### config.mk
export PLATFORM = sky130hd
export DESIGN_NAME = flash_protect_ctrl
export DESIGN_NICKNAME = d
export VERILOG_FILES = /design/src/rtl/fpc_pkg.sv /design/src/rtl/fpc_region_decode.sv /design/src/rtl/fpc_target_span.sv /design/src/rtl/flash_protect_ctrl.sv
export SDC_FILE = /design/constraint.sdc
export NUM_CORES = 1
export LEC_CHECK = 0
export BUFFER_PORTS_ARGS = -buffer_cell sky130_fd_sc_hd__buf_2
export CAP_MARGIN = 20
export CORE_ASPECT_RATIO = 0.8
export CORE_MARGIN = 3
export CORE_UTILIZATION = 55
export CTS_BUF_LIST = sky130_fd_sc_hd__clkbuf_4
export DETAILED_ROUTE_END_ITERATION = 12
export HOLD_SLACK_MARGIN = 0.12
export PLACE_DENSITY = 0.93
export SYNTH_ARGS = -nofsm -noshare
export SYNTH_HDL_FRONTEND = slang
export SYNTH_SLANG_ARGS = --single-unit
### constraint.sdc
create_clock -name clk -period 6.15 [get_ports clk]
set_input_delay 1.845 -clock clk [delete_from_list [all_inputs] [get_ports clk]]
set_output_delay 1.845 -clock clk [all_outputs]
set_load 0.1 [all_outputs]
### src/rtl/fpc_pkg.sv
package fpc_pkg;

    // Power and arming state of the guard
    typedef enum logic [1:0] {
        ST_LOCKED      = 2'd0,
        ST_ARMED       = 2'd1,
        ST_DOZE_LOCKED = 2'd2,
        ST_DOZE_ARMED  = 2'd3
    } guard_state_e;

    // Granularity of a modify target
    typedef enum logic [1:0] {
        SPAN_PAGE   = 2'd0,
        SPAN_SECTOR = 2'd1,
        SPAN_BLOCK  = 2'd2
    } span_kind_e;

endpackage

### src/rtl/fpc_region_decode.sv
module fpc_region_decode #(
    parameter int ADDR_W  = 19,
    parameter int SECT_LG = 12,
    parameter int BLK_LG  = 16
) (
    input  logic [4:0]        code,
    output logic              none,
    output logic [ADDR_W-1:0] lo,
    output logic [ADDR_W-1:0] hi
);
    localparam int                LG_W        = $clog2(ADDR_W + 1);
    localparam logic [ADDR_W:0]   ARRAY_BYTES = (ADDR_W + 1)'(1) << ADDR_W;
    localparam logic [ADDR_W-1:0] TOP         = '1;

    logic            whole;
    logic [LG_W-1:0] lg;
    logic [ADDR_W:0] span;

    always_comb begin
        none  = 1'b0;
        whole = 1'b0;
        lg    = '0;
        if (code[2:0] == 3'b000) begin
            none = 1'b1;
        end else if (!code[4]) begin
            if (code[2]) whole = 1'b1;
            else         lg = LG_W'(BLK_LG - 1) + LG_W'(code[1:0]);
        end else if (code[2:0] == 3'b111) begin
            whole = 1'b1;
        end else if (code[2]) begin
            lg = LG_W'(SECT_LG + 3);
        end else begin
            lg = LG_W'(SECT_LG - 1) + LG_W'(code[1:0]);
        end

        span = (ADDR_W + 1)'(1) << lg;

        if (none || whole) begin
            lo = '0;
            hi = TOP;
        end else if (code[3]) begin
            lo = '0;
            hi = ADDR_W'(span - (ADDR_W + 1)'(1));
        end else begin
            lo = ADDR_W'(ARRAY_BYTES - span);
            hi = TOP;
        end
    end
endmodule

### src/rtl/fpc_target_span.sv
module fpc_target_span
    import fpc_pkg::*;
#(
    parameter int ADDR_W  = 19,
    parameter int PAGE_LG = 8,
    parameter int SECT_LG = 12,
    parameter int BLK_LG  = 16
) (
    input  logic [ADDR_W-1:0] addr,
    input  span_kind_e        kind,
    output logic [ADDR_W-1:0] lo,
    output logic [ADDR_W-1:0] hi
);
    localparam logic [ADDR_W-1:0] PAGE_MASK = ADDR_W'((64'd1 << PAGE_LG) - 64'd1);
    localparam logic [ADDR_W-1:0] SECT_MASK = ADDR_W'((64'd1 << SECT_LG) - 64'd1);
    localparam logic [ADDR_W-1:0] BLK_MASK  = ADDR_W'((64'd1 << BLK_LG) - 64'd1);

    logic [ADDR_W-1:0] low_mask;

    always_comb begin
        unique case (kind)
            SPAN_PAGE:   low_mask = PAGE_MASK;
            SPAN_SECTOR: low_mask = SECT_MASK;
            default:     low_mask = BLK_MASK;
        endcase
        lo = addr & ~low_mask;
        hi = addr | low_mask;
    end
endmodule

### src/rtl/flash_protect_ctrl.sv
module flash_protect_ctrl
    import fpc_pkg::*;
#(
    parameter int         ADDR_W    = 19,
    parameter int         PAGE_LG   = 8,
    parameter int         SECT_LG   = 12,
    parameter int         BLK_LG    = 16,
    parameter logic [4:0] RST_CODE  = 5'd0,
    parameter logic [1:0] RST_GUARD = 2'd0
) (
    input  logic              clk,
    input  logic              rst_n,
    input  logic              cmd_arm,
    input  logic              cmd_disarm,
    input  logic              cmd_status_wr,
    input  logic              cmd_program,
    input  logic              cmd_sector_erase,
    input  logic              cmd_block_erase,
    input  logic              cmd_chip_erase,
    input  logic              cmd_sleep,
    input  logic              cmd_wake,
    input  logic              lock_pin_n,
    input  logic [6:0]        new_status,
    input  logic [ADDR_W-1:0] tgt_addr,
    output logic              wr_latch,
    output logic [4:0]        prot_code,
    output logic [1:0]        guard_bits,
    output logic              asleep,
    output logic              grant,
    output logic              reject
);
    guard_state_e      state_q, state_d;
    logic [4:0]        code_q;
    logic [1:0]        guard_q;
    logic              grant_q, reject_q;

    logic              p_none;
    logic [ADDR_W-1:0] p_lo, p_hi, t_lo, t_hi;
    span_kind_e        kind;
    logic              awake, armed, consumes, ranged, hit;

    // Protected window from the current code
    fpc_region_decode #(
        .ADDR_W(ADDR_W), .SECT_LG(SECT_LG), .BLK_LG(BLK_LG)
    ) u_region (
        .code(code_q), .none(p_none), .lo(p_lo), .hi(p_hi)
    );

    // Span touched by the request; its size follows the command
    always_comb begin
        if (cmd_sector_erase)     kind = SPAN_SECTOR;
        else if (cmd_block_erase) kind = SPAN_BLOCK;
        else                      kind = SPAN_PAGE;
    end

    fpc_target_span #(
        .ADDR_W(ADDR_W), .PAGE_LG(PAGE_LG), .SECT_LG(SECT_LG), .BLK_LG(BLK_LG)
    ) u_span (
        .addr(tgt_addr), .kind(kind), .lo(t_lo), .hi(t_hi)
    );

    assign awake    = (state_q == ST_LOCKED) || (state_q == ST_ARMED);
    assign armed    = (state_q == ST_ARMED);
    assign ranged   = cmd_program | cmd_sector_erase | cmd_block_erase;
    assign consumes = cmd_disarm | cmd_status_wr | ranged | cmd_chip_erase;
    assign hit      = !p_none && (t_lo <= p_hi) && (t_hi >= p_lo);

    // State register
    always_ff @(posedge clk or negedge rst_n) begin
        if (!rst_n) state_q <= ST_LOCKED;
        else        state_q <= state_d;
    end

    // Transitions: arm, consume, doze, wake
    always_comb begin
        state_d = state_q;
        unique case (state_q)
            ST_LOCKED: begin
                if (cmd_arm)        state_d = ST_ARMED;
                else if (cmd_sleep) state_d = ST_DOZE_LOCKED;
            end
            ST_ARMED: begin
                if (consumes)       state_d = ST_LOCKED;
                else if (cmd_sleep) state_d = ST_DOZE_ARMED;
            end
            ST_DOZE_LOCKED: if (cmd_wake) state_d = ST_LOCKED;
            ST_DOZE_ARMED:  if (cmd_wake) state_d = ST_ARMED;
        endcase
    end

    // Outputs: verdict pulses and status fields
    always_ff @(posedge clk or negedge rst_n) begin
        if (!rst_n) begin
            grant_q  <= 1'b0;
            reject_q <= 1'b0;
            code_q   <= RST_CODE;
            guard_q  <= RST_GUARD;
        end else begin
            grant_q  <= 1'b0;
            reject_q <= 1'b0;
            if (awake) begin
                if (cmd_status_wr) begin
                    if (armed && lock_pin_n) begin
                        grant_q <= 1'b1;
                        code_q  <= new_status[4:0];
                        guard_q <= new_status[6:5];
                    end else begin
                        reject_q <= 1'b1;
                    end
                end else if (ranged) begin
                    if (armed && !hit) grant_q  <= 1'b1;
                    else               reject_q <= 1'b1;
                end else if (cmd_chip_erase) begin
                    if (armed && p_none) grant_q  <= 1'b1;
                    else                 reject_q <= 1'b1;
                end
            end
        end
    end

    assign wr_latch   = (state_q == ST_ARMED) || (state_q == ST_DOZE_ARMED);
    assign asleep     = !awake;
    assign prot_code  = code_q;
    assign guard_bits = guard_q;
    assign grant      = grant_q;
    assign reject     = reject_q;


    grant_reject_excl_chk: assert property (@(posedge clk) disable iff (!rst_n)
        !(grant_q && reject_q));


    doze_hold_chk: assert property (@(posedge clk) disable iff (!rst_n)
        (!awake && !cmd_wake) |=> ($stable(code_q) && $stable(guard_q)
                                   && $stable(state_q) && !grant_q && !reject_q));


    pin_lock_chk: assert property (@(posedge clk) disable iff (!rst_n)
        !lock_pin_n |=> ($stable(code_q) && $stable(guard_q)));


    arm_sets_chk: assert property (@(posedge clk) disable iff (!rst_n)
        (state_q == ST_LOCKED && cmd_arm) |=> wr_latch);


    consume_clears_chk: assert property (@(posedge clk) disable iff (!rst_n)
        (state_q == ST_ARMED && consumes) |=> !wr_latch);


    grant_needs_latch_chk: assert property (@(posedge clk) disable iff (!rst_n)
        grant_q |-> $past(state_q == ST_ARMED));


    region_order_chk: assert property (@(posedge clk) disable iff (!rst_n)
        !p_none |-> (p_lo <= p_hi));

endmodule

After elaboration in Yosys (flattened, before gate mapping)
Index checks and enable logic that the tools add are counted.
{"block": "word_totals", "reg_bits": 11, "input_bits": 38, "out_inout_bits": 11, "word_cells": 83}
{"block": "op_classes", "n_addsub": 4, "n_lt_le_gt_ge": 2, "eq_ne": 9, "n_shift": 1, "n_mux": 38, "bitwise": 8, "n_reduce_logical": 16}
{"op": "19-bit 2-to-1 mux", "count": 4}
{"op": "16-bit one-hot mux with 2 select lines", "count": 1}
{"op": "5-bit 2-to-1 mux", "count": 5}
{"op": "19-bit bitwise AND", "count": 1}
{"op": "19-bit greater-or-equal comparator", "count": 1}
{"op": "19-bit less-or-equal comparator", "count": 1}
{"op": "1-bit 2-to-1 mux", "count": 19}
{"op": "16-bit NOT with 19-bit output", "count": 1}
{"op": "19-bit by 16-bit OR with 19-bit output", "count": 1}
{"op": "1-bit by 5-bit left shift with 19-bit output, first input constant", "count": 1}
{"op": "1-bit by 19-bit subtractor with 19-bit output, first input constant", "count": 1}
{"op": "19-bit by 1-bit subtractor with 19-bit output, second input constant", "count": 1}
{"op": "2-bit 2-to-1 mux", "count": 8}
{"op": "4-bit by 2-bit adder with 5-bit output, first input constant", "count": 2}
{"op": "2-bit one-hot mux with 4 select lines", "count": 1}
{"op": "1-bit logical AND", "count": 5}
{"op": "1-bit OR", "count": 5}
{"op": "2-bit by 1-bit == test with 1-bit output, second input constant", "count": 2}
{"op": "2-bit == test, second input constant", "count": 2}
{"op": "2-bit zero test", "count": 2}
{"op": "2-bit inequality test, second input constant", "count": 2}
{"op": "4-bit AND reduction", "count": 1}
{"op": "3-bit == test, second input constant", "count": 1}
{"op": "1-bit zero test", "count": 3}
{"op": "5 further kinds", "count": 7}

Longest topological paths before layout
Gate-level depths: netlist of the first run.
{"block": "depth", "ltp_word": 18, "mapped_depth": 17, "depth_no_buf": 14}

Modules after synthesis
A second synthesis of the first run with hierarchy kept.
{"block": "unflattened", "hier_cells": 323, "hier_area_um2": 2433.6}
{"module": "flash_protect_ctrl", "instances": 1, "cells_per_inst": 179, "area_each_um2": 1442.6, "seq_area_each_um2": 275.3}
{"module": "fpc_region_decode", "instances": 1, "cells_per_inst": 103, "area_each_um2": 696.9, "seq_area_each_um2": 0.0}
{"module": "fpc_target_span", "instances": 1, "cells_per_inst": 41, "area_each_um2": 294.0, "seq_area_each_um2": 0.0}

Worst setup path before layout of the first run
No wires, ideal clock.
{"block": "synth_path", "kind": "register to register", "startpoint": "reg code_q[0], in the netlist prot_code[0]", "endpoint": "reg grant_q, in the netlist grant", "setup_time_ps": 124, "arrival_ps": 4210, "required_ps": 6026, "setup_slack_ps": 1816, "path_stages_with_launch": 18, "path_buffers": 3, "period_less_slack_ps": 4334, "cell_sequence": "dfrtp_1 -> clkbuf_1 -> inv_1 -> ha_1 -> or2_1 -> buf_6 -> nand2_1 -> ha_1 -> clkbuf_1 -> nor2b_1 -> o21ai_0 -> a21o_1 -> and3b_1 -> ha_1 -> and4_1 -> a2111oi_0 -> o211ai_1 -> o31a_1"}
{"block": "synth_via", "elab_chain_cells": 18, "word_cells_on_any_way": 35, "cone_classes": "4 x add/sub; 2 x order compare; 1 x eq/ne; 1 x shift; 19 x mux; 8 x reduce/logical"}
{"element": "from (decl)", "line_no": "flash_protect_ctrl.sv:33", "source": "logic [4:0] code_q;"}
{"element": "from (signal assigned)", "line_no": "flash_protect_ctrl.sv:105", "source": "code_q <= new_status[4:0];"}
{"element": "4-bit by 2-bit adder with 5-bit output", "line_no": "fpc_region_decode.sv:33", "source": "lg = LG_W'(SECT_LG - 1) + LG_W'(code[1:0]);"}
{"element": "5-bit 2-to-1 mux", "line_no": "fpc_region_decode.sv:30", "source": "end else if (code[2]) begin"}
{"element": "5-bit 2-to-1 mux", "line_no": "fpc_region_decode.sv:28", "source": "end else if (code[2:0] == 3'b111) begin"}
{"element": "5-bit 2-to-1 mux", "line_no": "fpc_region_decode.sv:25", "source": "end else if (!code[4]) begin"}
{"element": "5-bit 2-to-1 mux", "line_no": "fpc_region_decode.sv:23", "source": "if (code[2:0] == 3'b000) begin"}
{"element": "1-bit by 5-bit left shift with 19-bit output", "line_no": "fpc_region_decode.sv:36", "source": "span = (ADDR_W + 1)'(1) << lg;"}
{"element": "19-bit by 1-bit subtractor with 19-bit output", "line_no": "fpc_region_decode.sv:43", "source": "hi = ADDR_W'(span - (ADDR_W + 1)'(1));"}
{"element": "19-bit 2-to-1 mux", "line_no": "fpc_region_decode.sv:41", "source": "end else if (code[3]) begin"}
{"element": "19-bit 2-to-1 mux", "line_no": "fpc_region_decode.sv:38", "source": "if (none || whole) begin"}
{"element": "19-bit less-or-equal comparator", "line_no": "flash_protect_ctrl.sv:66", "source": "assign hit = !p_none && (t_lo <= p_hi) && (t_hi >= p_lo);"}
{"element": "1-bit logical AND (2 in series)", "line_no": "flash_protect_ctrl.sv:66"}
{"element": "1-bit zero test", "line_no": "flash_protect_ctrl.sv:111", "source": "if (armed && !hit) grant_q <= 1'b1;"}
{"element": "1-bit logical AND", "line_no": "flash_protect_ctrl.sv:111"}
{"element": "1-bit 2-to-1 mux", "line_no": "flash_protect_ctrl.sv:111"}
{"element": "1-bit 2-to-1 mux (*)", "line_no": "flash_protect_ctrl.sv:110", "source": "end else if (ranged) begin"}
{"element": "1-bit 2-to-1 mux (*)", "line_no": "flash_protect_ctrl.sv:102", "source": "if (cmd_status_wr) begin"}
{"element": "1-bit 2-to-1 mux (*)", "line_no": "flash_protect_ctrl.sv:101", "source": "if (awake) begin"}
{"element": "to (signal assigned)", "line_no": "flash_protect_ctrl.sv:104", "source": "grant_q <= 1'b1;"}
{"element": "to (signal assigned)", "line_no": "flash_protect_ctrl.sv:111"}
{"element": "to (signal assigned)", "line_no": "flash_protect_ctrl.sv:114", "source": "if (armed && p_none) grant_q <= 1'b1;"}
{"element": "to (decl)", "line_no": "flash_protect_ctrl.sv:35", "source": "logic grant_q, reject_q;"}
Mark *: on every way between the ends. The rest lies on a longest branch, timed or not.
A chain may end at the register's enable or synchronous reset.

Final worst setup path of the first run
{"block": "layout_path", "startpoint": "reg code_q[0], in the netlist prot_code[0]", "endpoint": "reg reject_q, in the netlist reject"}
{"block": "layout_via", "elab_chain_cells": 18, "word_cells_on_any_way": 35, "cone_classes": "4 x add/sub; 2 x order compare; 1 x eq/ne; 1 x shift; 19 x mux; 8 x reduce/logical"}
{"element": "4-bit by 2-bit adder with 5-bit output", "line_no": "fpc_region_decode.sv:33"}
{"element": "5-bit 2-to-1 mux", "line_no": "fpc_region_decode.sv:30"}
{"element": "5-bit 2-to-1 mux", "line_no": "fpc_region_decode.sv:28"}
{"element": "5-bit 2-to-1 mux", "line_no": "fpc_region_decode.sv:25"}
{"element": "5-bit 2-to-1 mux", "line_no": "fpc_region_decode.sv:23"}
{"element": "1-bit by 5-bit left shift with 19-bit output", "line_no": "fpc_region_decode.sv:36"}
{"element": "19-bit by 1-bit subtractor with 19-bit output", "line_no": "fpc_region_decode.sv:43"}
{"element": "19-bit 2-to-1 mux", "line_no": "fpc_region_decode.sv:41"}
{"element": "19-bit 2-to-1 mux", "line_no": "fpc_region_decode.sv:38"}
{"element": "19-bit less-or-equal comparator", "line_no": "flash_protect_ctrl.sv:66"}
{"element": "1-bit logical AND (2 in series)", "line_no": "flash_protect_ctrl.sv:66"}
{"element": "1-bit zero test", "line_no": "flash_protect_ctrl.sv:111"}
{"element": "1-bit logical AND", "line_no": "flash_protect_ctrl.sv:111"}
{"element": "1-bit 2-to-1 mux", "line_no": "flash_protect_ctrl.sv:111"}
{"element": "1-bit 2-to-1 mux (*)", "line_no": "flash_protect_ctrl.sv:110"}
{"element": "1-bit 2-to-1 mux (*)", "line_no": "flash_protect_ctrl.sv:102"}
{"element": "1-bit 2-to-1 mux (*)", "line_no": "flash_protect_ctrl.sv:101"}
{"element": "to (signal assigned)", "line_no": "flash_protect_ctrl.sv:100", "source": "reject_q <= 1'b0;"}
{"element": "to (signal assigned)", "line_no": "flash_protect_ctrl.sv:112", "source": "else reject_q <= 1'b1;"}
{"element": "to (signal assigned)", "line_no": "flash_protect_ctrl.sv:115", "source": "else reject_q <= 1'b1;"}
{"element": "to (decl)", "line_no": "flash_protect_ctrl.sv:35"}
Marked as above.

==> flow_summary_export.csv, run 1 <==
group,metric,value,unit
status,status,"complete, no violations",
placement,dp_cells,255,
critical_path,arrival,4.33,ns
yosys,synth-warning-count,0,
global_routing,grt_start_max_net_pins,14,
timing,max_freq,237,MHz
placement,hpwl,2950,um
final_layout,regArea,275,um2
global_routing,grt_use_total,22.2,%
yosys,ys_ff_latch,11,
pwr,p_leak,0.842,nW
timing,finalCritPeriodShare,68.6,%
timing,tightest_slew,0.642,ns
clocking,cts_made_buffers,3,
route,wl_per_cell,13.5,um
clocking,hold_buffers,0,
yosys,syn_nets,253,
yosys,synth-edff-count,0,
floorplanning,die_w,65.3,um
final_layout,final_layout_size_suffix_gt1_share,25.1,%
clocking,cts_root_buf,"clkbuf_4",
yosys,syn_area,1550,um2
placement,dpl_cell_area,1740,um2
critical_path,r2r_start,"prot_code[0]",
floorplanning,io_pins,49,
run,drv_cap,0,
floorplanning,dieArea,3490,um2
timing,post-route-min-period,4.22,ns
floorplanning,dieHeight,53.5,um
clocking,ctsResizeCount,0,
final_layout,fillers,241,
critical_path,rrSetupSlack,1.93,ns
route,drtIter0Drc,63,
floorplanning,rows,16,
pwr,ir_worst_vdd,567,uV
pwr,pwr-share-comb,79.2,%
floorplanning,coreArea,2560,um2
timing,rsz0062_at_grt,"false",
route,routed_wl,3500,um
critical_path,cp.required,6.26,ns
floorplanning,start_util,60.4,%
route,dr.pass1.iters,4,
yosys,synth_ff_type,"dfrtp_1",
timing,setup_viol,0,
timing,drv_slew,0,
route,vias,1518,
final_layout,final_area,1770,um2
final_layout,final_cell_mix,"40 x buf_2, 26 x ha_1, 15 x nand2_1",
timing,finalHoldWorstSlack,0.519,ns
final_layout,multiInputGateArea,1190,um2
critical_path,startpoint_type,"flop",
pwr,switching_share,62.1,%
placement,gp_congestion,0.875,
hold_path,hold_class,"reg -> reg",
yosys,yosysUniqueCellTypes,49,
critical_path,r2r-end,"reject",
global_routing,grt-ovfl-total,0,
clocking,clock_latency,0.26,ns
pwr,power_density,559,nW/um2
route,drt-vias-per-instance,5.86,
final_layout,mostFrequentLayoutCell,"buf_2",
critical_path,end_kind,"flop",
final_layout,stdcell_count,259,
final_layout,syn_to_final_growth,14.1,%
critical_path,cp_max_fo,13,
critical_path,endpoint,"reject",
route,postRouteAntennaNets,0,
critical_path,worstSetupStartpoint,"prot_code[0]",
global_routing,antenna_found_initial,0,
critical_path,crit_type,"reg -> reg",
yosys,seq_area_frac_synth,17.8,%
timing,report.final.hold_viol_count,0,
final_layout,nets,288,
clocking,clock-sinks,11,
clocking,cts.reportedPaths.clkPinSlew,0.06,ns
timing,skew,0.00424,ns
pwr,power,0.987,mW
pwr,p_seq_share,15.7,%
route,drc,0,
clocking,cts_tree,"yes",
global_routing,first_global_vias,1460,
final_layout,diodes,0,
pwr,power_frac_clock,5.1,%
clocking,postCtsSetupRepairBufs,0,
pwr,switchingPower,0.613,mW
pwr,p_int,0.374,mW
global_routing,grt_pass1_wl,6110,um
clocking,clock_path_buffers,2,
critical_path,reg2reg_depth,13,
placement,io_buffers,40,
timing,setup_tns,0,ns
yosys,syn_avg_cell_area,8.20,um2
yosys,async_flop_share,100,%
yosys,synthCells,189,
clocking,ctsHtreeMaxLevel,1,
timing,relSlewSlack,56.1,%
## power by group through the flow
stage | clock network, mW | logic (mW) | registers, mW
3_3_place_gp | 0 | 0.754 | 0.152
6_report | 0.0505 | 0.782 | 0.155
4_1_cts | 0.0525 | 0.778 | 0.154
2_1_floorplan | 0 | 0.469 | 0.333
3_5_place_dp | 0 | 0.774 | 0.154
5_1_grt | 0.0562 | 0.856 | 0.162
## metrics by stage
| step | utilization [%] | setup slack [ns] |
|---|---|---|
| global route | 68.9 | 1.55 |
| global placement | 67.8 | 2.08 |
| floorplan | - | 1.82 |
| detailed placement | 67.8 | 1.97 |
| finish | 68.9 | 1.93 |
| CTS | 68.9 | 1.95 |
## registers in the layout (all words and copies together), names as in the netlist
| register | cells |
|---|---|
| grant | 1 |
| guard_bits | 2 |
| prot_code | 5 |
| reject | 1 |
| state_q | 2 |
## cell usage after synthesis (3+ instances only)
cell type	instances	area, um2
a2111oi_0	4	35.0
a21oi_1	11	55.1
and2_1	9	56.3
clkbuf_1	6	22.5
dfrtp_1	11	275
ha_1	26	325
inv_1	6	22.5
mux2_2	7	78.8
nand2_1	15	56.3
nand2b_1	6	37.5
nand3_1	5	25.0
nand4_1	3	18.8
nor2_1	11	41.3
nor2b_1	4	25.0
nor3_1	9	45.0
o211ai_1	3	22.5
o21a_1	3	22.5
o21ai_0	9	45.0
or3_1	3	18.8
## critical path: stages, from the launching register on
cell and delay [ns]:
dfrtp_1 0.54, inv_1 0.11, ha_1 0.28, or2_1 0.37, nand2_1 0.15, ha_1 0.41, a2111oi_0 0.19, o21a_1 0.22
or3b_1 0.37, ha_1 0.29, a21oi_1 0.15, o21ai_0 0.11, a2111oi_0 0.64, o32ai_1 0.21
## cell families after synthesis
family / count (synthesis) / synth area share [%]
other cells: 1 / 0.242
flops: 11 / 17.8
fa+ha+maj: 28 / 22.3
compound gates: 43 / 18.6
xor+xnor: 2 / 1.13
buf+inv: 16 / 5.17
simple gates: 80 / 29.1
mux: 8 / 5.74
## worst min-delay path by stage
stage,startpoint,to,cells after the start
floorplan,state_q[1],reject,1
global placement,guard_bits[0],guard_bits[0],1
detailed placement,guard_bits[1],guard_bits[1],1
CTS,guard_bits[1],guard_bits[1],1
global route,guard_bits[1],guard_bits[1],1
finish,guard_bits[1],guard_bits[1],1
## per-layer routing
metal,track usage [%],vias to the layer above,routed length (um)
met4,3.45,0,12
met2,40.8,45,1650
met5,0,-,0
li1,-,772,-
met3,3.82,2,175
met1,27.7,699,1660
## cell type report
class	instances	area share (%)
timing repair buffer	40	11.3
clock buffer	4	1.70
tap	36	2.55
inverter	6	1.27
sequential	11	15.6
multi-input combinational	162	67.6
Note: power is estimated with default switching activity, not from simulation.
==> run 2: changes to the inputs <==
Settings changed: ABC_AREA set to 1, CORE_UTILIZATION 55 to 54, PLACE_DENSITY 0.93 to 0.91.
Clock period 6.15 ns to 4 ns, I/O delays scaled along.
==> flow_summary_export.csv, run 2 <==
group,metric,value,unit
route,postRouteAntennaNets,0,
pwr,p_leak,1.13,nW
global_routing,grt_start_max_net_pins,14,
yosys,yosys.area.top_type,"ha_1",
run,drv_cap,0,
global_routing,grt_use_total,19.8,%
critical_path,r2r-end,"reject",
global_routing,antenna_found_initial,0,
clocking,ctsResizeCount,0,
final_layout,final_cell_mix,"59 x nand2_1, 46 x inv_1, 42 x nor2_1",
critical_path,arrival,3.45,ns
critical_path,rrSetupSlack,0.77,ns
floorplanning,coreArea,2830,um2
clocking,hold_buffers,0,
status,status,"complete, no violations",
final_layout,diodes,0,
clocking,clock_latency,0.28,ns
global_routing,grt-ovfl-total,0,
yosys,synth_top_area_share,20.0,%
yosys,syn_avg_cell_area,6.27,um2
critical_path,reg2reg_depth,20,
placement,io_buffers,40,
critical_path,r2r_start,"prot_code[0]",
hold_path,holdPathEnd,"guard_bits[1]",
critical_path,startpoint_type,"flop",
hold_path,worstHoldStart,"guard_bits[1]",
route,drt-vias-per-instance,4.99,
placement,dp_cells,335,
timing,rsz0062_at_grt,"false",
global_routing,first_global_vias,1386,
floorplanning,rows,17,
final_layout,stdcell_count,339,
final_layout,nets,366,
yosys,yosys-top-cells-count,"59 x nand2_1, 46 x inv_1, 42 x nor2_1, 26 x ha_1, 16 x a21oi_1",
floorplanning,die_w,67.4,um
route,routed_wl,3570,um
yosys,yosys-top-cells-area,"ha_1 20%, dfrtp_1 17%, nand2_1 14%",
clocking,clock-sinks,11,
pwr,ir_worst_vdd,540,uV
floorplanning,dieHeight,55.1,um
critical_path,end_kind,"flop",
route,dr.pass1.iters,4,
yosys,synthCells,260,
placement,gp_congestion,0.877,
yosys,yosysUniqueCellTypes,31,
yosys,async_flop_share,100,%
clocking,clock_path_buffers,2,
timing,drv_slew,0,
critical_path,cp_max_fo,9,
hold_path,hold_path_depth,1,
clocking,ctsHtreeMaxLevel,1,
timing,setup_viol,0,
clocking,postCtsSetupRepairBufs,0,
final_layout,largest_reg_flops,5,
yosys,syn_area,1630,um2
global_routing,grt_pass1_wl,5670,um
yosys,ys_ff_latch,11,
timing,report.final.hold_viol_count,0,
yosys,seq_area_frac_synth,16.9,%
critical_path,cp.required,4.21,ns
placement,hpwl,3010,um
timing,tightest_slew,0.528,ns
yosys,syn_nets,324,
clocking,cts_root_buf,"clkbuf_4",
route,drtIter0Drc,89,
floorplanning,dieArea,3720,um2
timing,skew,0.00658,ns
hold_path,hold_class,"reg -> reg",
critical_path,crit_type,"reg -> reg",
floorplanning,start_util,57.6,%
timing,post-route-min-period,3.23,ns
clocking,cts_tree,"yes",
timing,max_freq,309,MHz
timing,finalCritPeriodShare,80.9,%
clocking,cts_made_buffers,3,
final_layout,final_layout_size_suffix_gt1_share,20.6,%
yosys,synth_most_common_cell,"nand2_1",
yosys,synth-edff-count,0,
clocking,cts.reportedPaths.clkPinSlew,0.08,ns
route,vias,1691,
floorplanning,io_pins,49,
route,wl_per_cell,10.5,um
final_layout,mostFrequentLayoutCell,"nand2_1",
timing,setup_tns,0,ns
yosys,synth_ff_type,"dfrtp_1",
yosys,synth-warning-count,0,
route,drc,0,
pwr,power_density,862,nW/um2
final_layout,syn_to_final_growth,16.2,%
timing,relSlewSlack,64.7,%
==> run 2: changes by cell type after synthesis, moves of 5 or more <==
cell / change
nor3_1: -7
nor2_1: +31
nand2_1: +44
mux2_2: -5
o21ai_0: -7
nand2b_1: -6
a21oi_1: +5
nand3_1: +9
and2_1: -9
inv_1: +40
==> run 2: worst max-delay path, cell delays in order (launching register included) <==
cell and delay [ns]:
dfrtp_1 0.41, inv_1 0.10, ha_1 0.24, o21ai_2 0.43, ha_1 0.30, inv_1 0.10
nor2_1 0.15, inv_1 0.08, xor2_1 0.17, or2_1 0.21, ha_1 0.30, nand2_1 0.06
nand2_1 0.05, nand2_1 0.05, nand2_1 0.05, nand2_1 0.05, nand3_1 0.08, nand3_1 0.09
nand2_1 0.07, nand2_1 0.05, a21oi_1 0.12
==> run 2: worst max-delay path by stage <==
stage / endpoint / slack [ns] / start
after floorplan: reject / 0.41 / prot_code[0]
after global placement: reject / 0.88 / prot_code[0]
after detailed placement: reject / 0.79 / prot_code[0]
after CTS: reject / 0.79 / prot_code[0]
after global routing: reject / 0.39 / prot_code[0]
final: reject / 0.77 / prot_code[0]
==> run 2: logic make-up after synthesis <==
logic type / synth area share (%)
other: 0.230
DFF: 16.9
AOI/OAI and AO/OA: 9.22
adders and majority gates: 20.0
and+or+nand+nor: 36.8
muxes: 2.00
xor gates and xnor gates: 2.69
buffers and inverters: 12.2
==> run 2: report_power, final <==
group,internal [mW],switching [mW],leakage [nW]
registers,0.165,0.0496,0.127
clock network,0.0372,0.0425,0.0177
logic,0.356,0.982,0.985
==> run 2: per-layer routing <==
metal  global-route usage (%)  share of wire (%)
met1                     27.8                 49
met3                     3.64                4.0
met4                     3.03                1.2
met2                     32.1                 45
met5                        0                  0
==> run 2: through the flow <==
stage          total power [mW]  setup slack [ns]  cell area (um2)  utilization (%)  hold slack [ns]
6_report                   1.63             0.766             1890             66.9            0.507
2_1_floorplan              1.32             0.408             1630                -            0.510
3_5_place_dp               1.54             0.795             1870             65.9            0.490
3_3_place_gp               1.51             0.879             1870             65.9            0.481
4_1_cts                    1.63             0.789             1890             66.9            0.508
5_1_grt                    1.80             0.390             1890             66.9            0.546
==> run 2: layout make-up <==
cell class,instances,area (um2)
multi-input cells,196,1150
fillers,250,936
flip-flops and latches,11,275
repair buffers,40,200
inverters,50,188
well taps,38,47.5
clock buffers,3,22.5
clock inverters,1,5.00
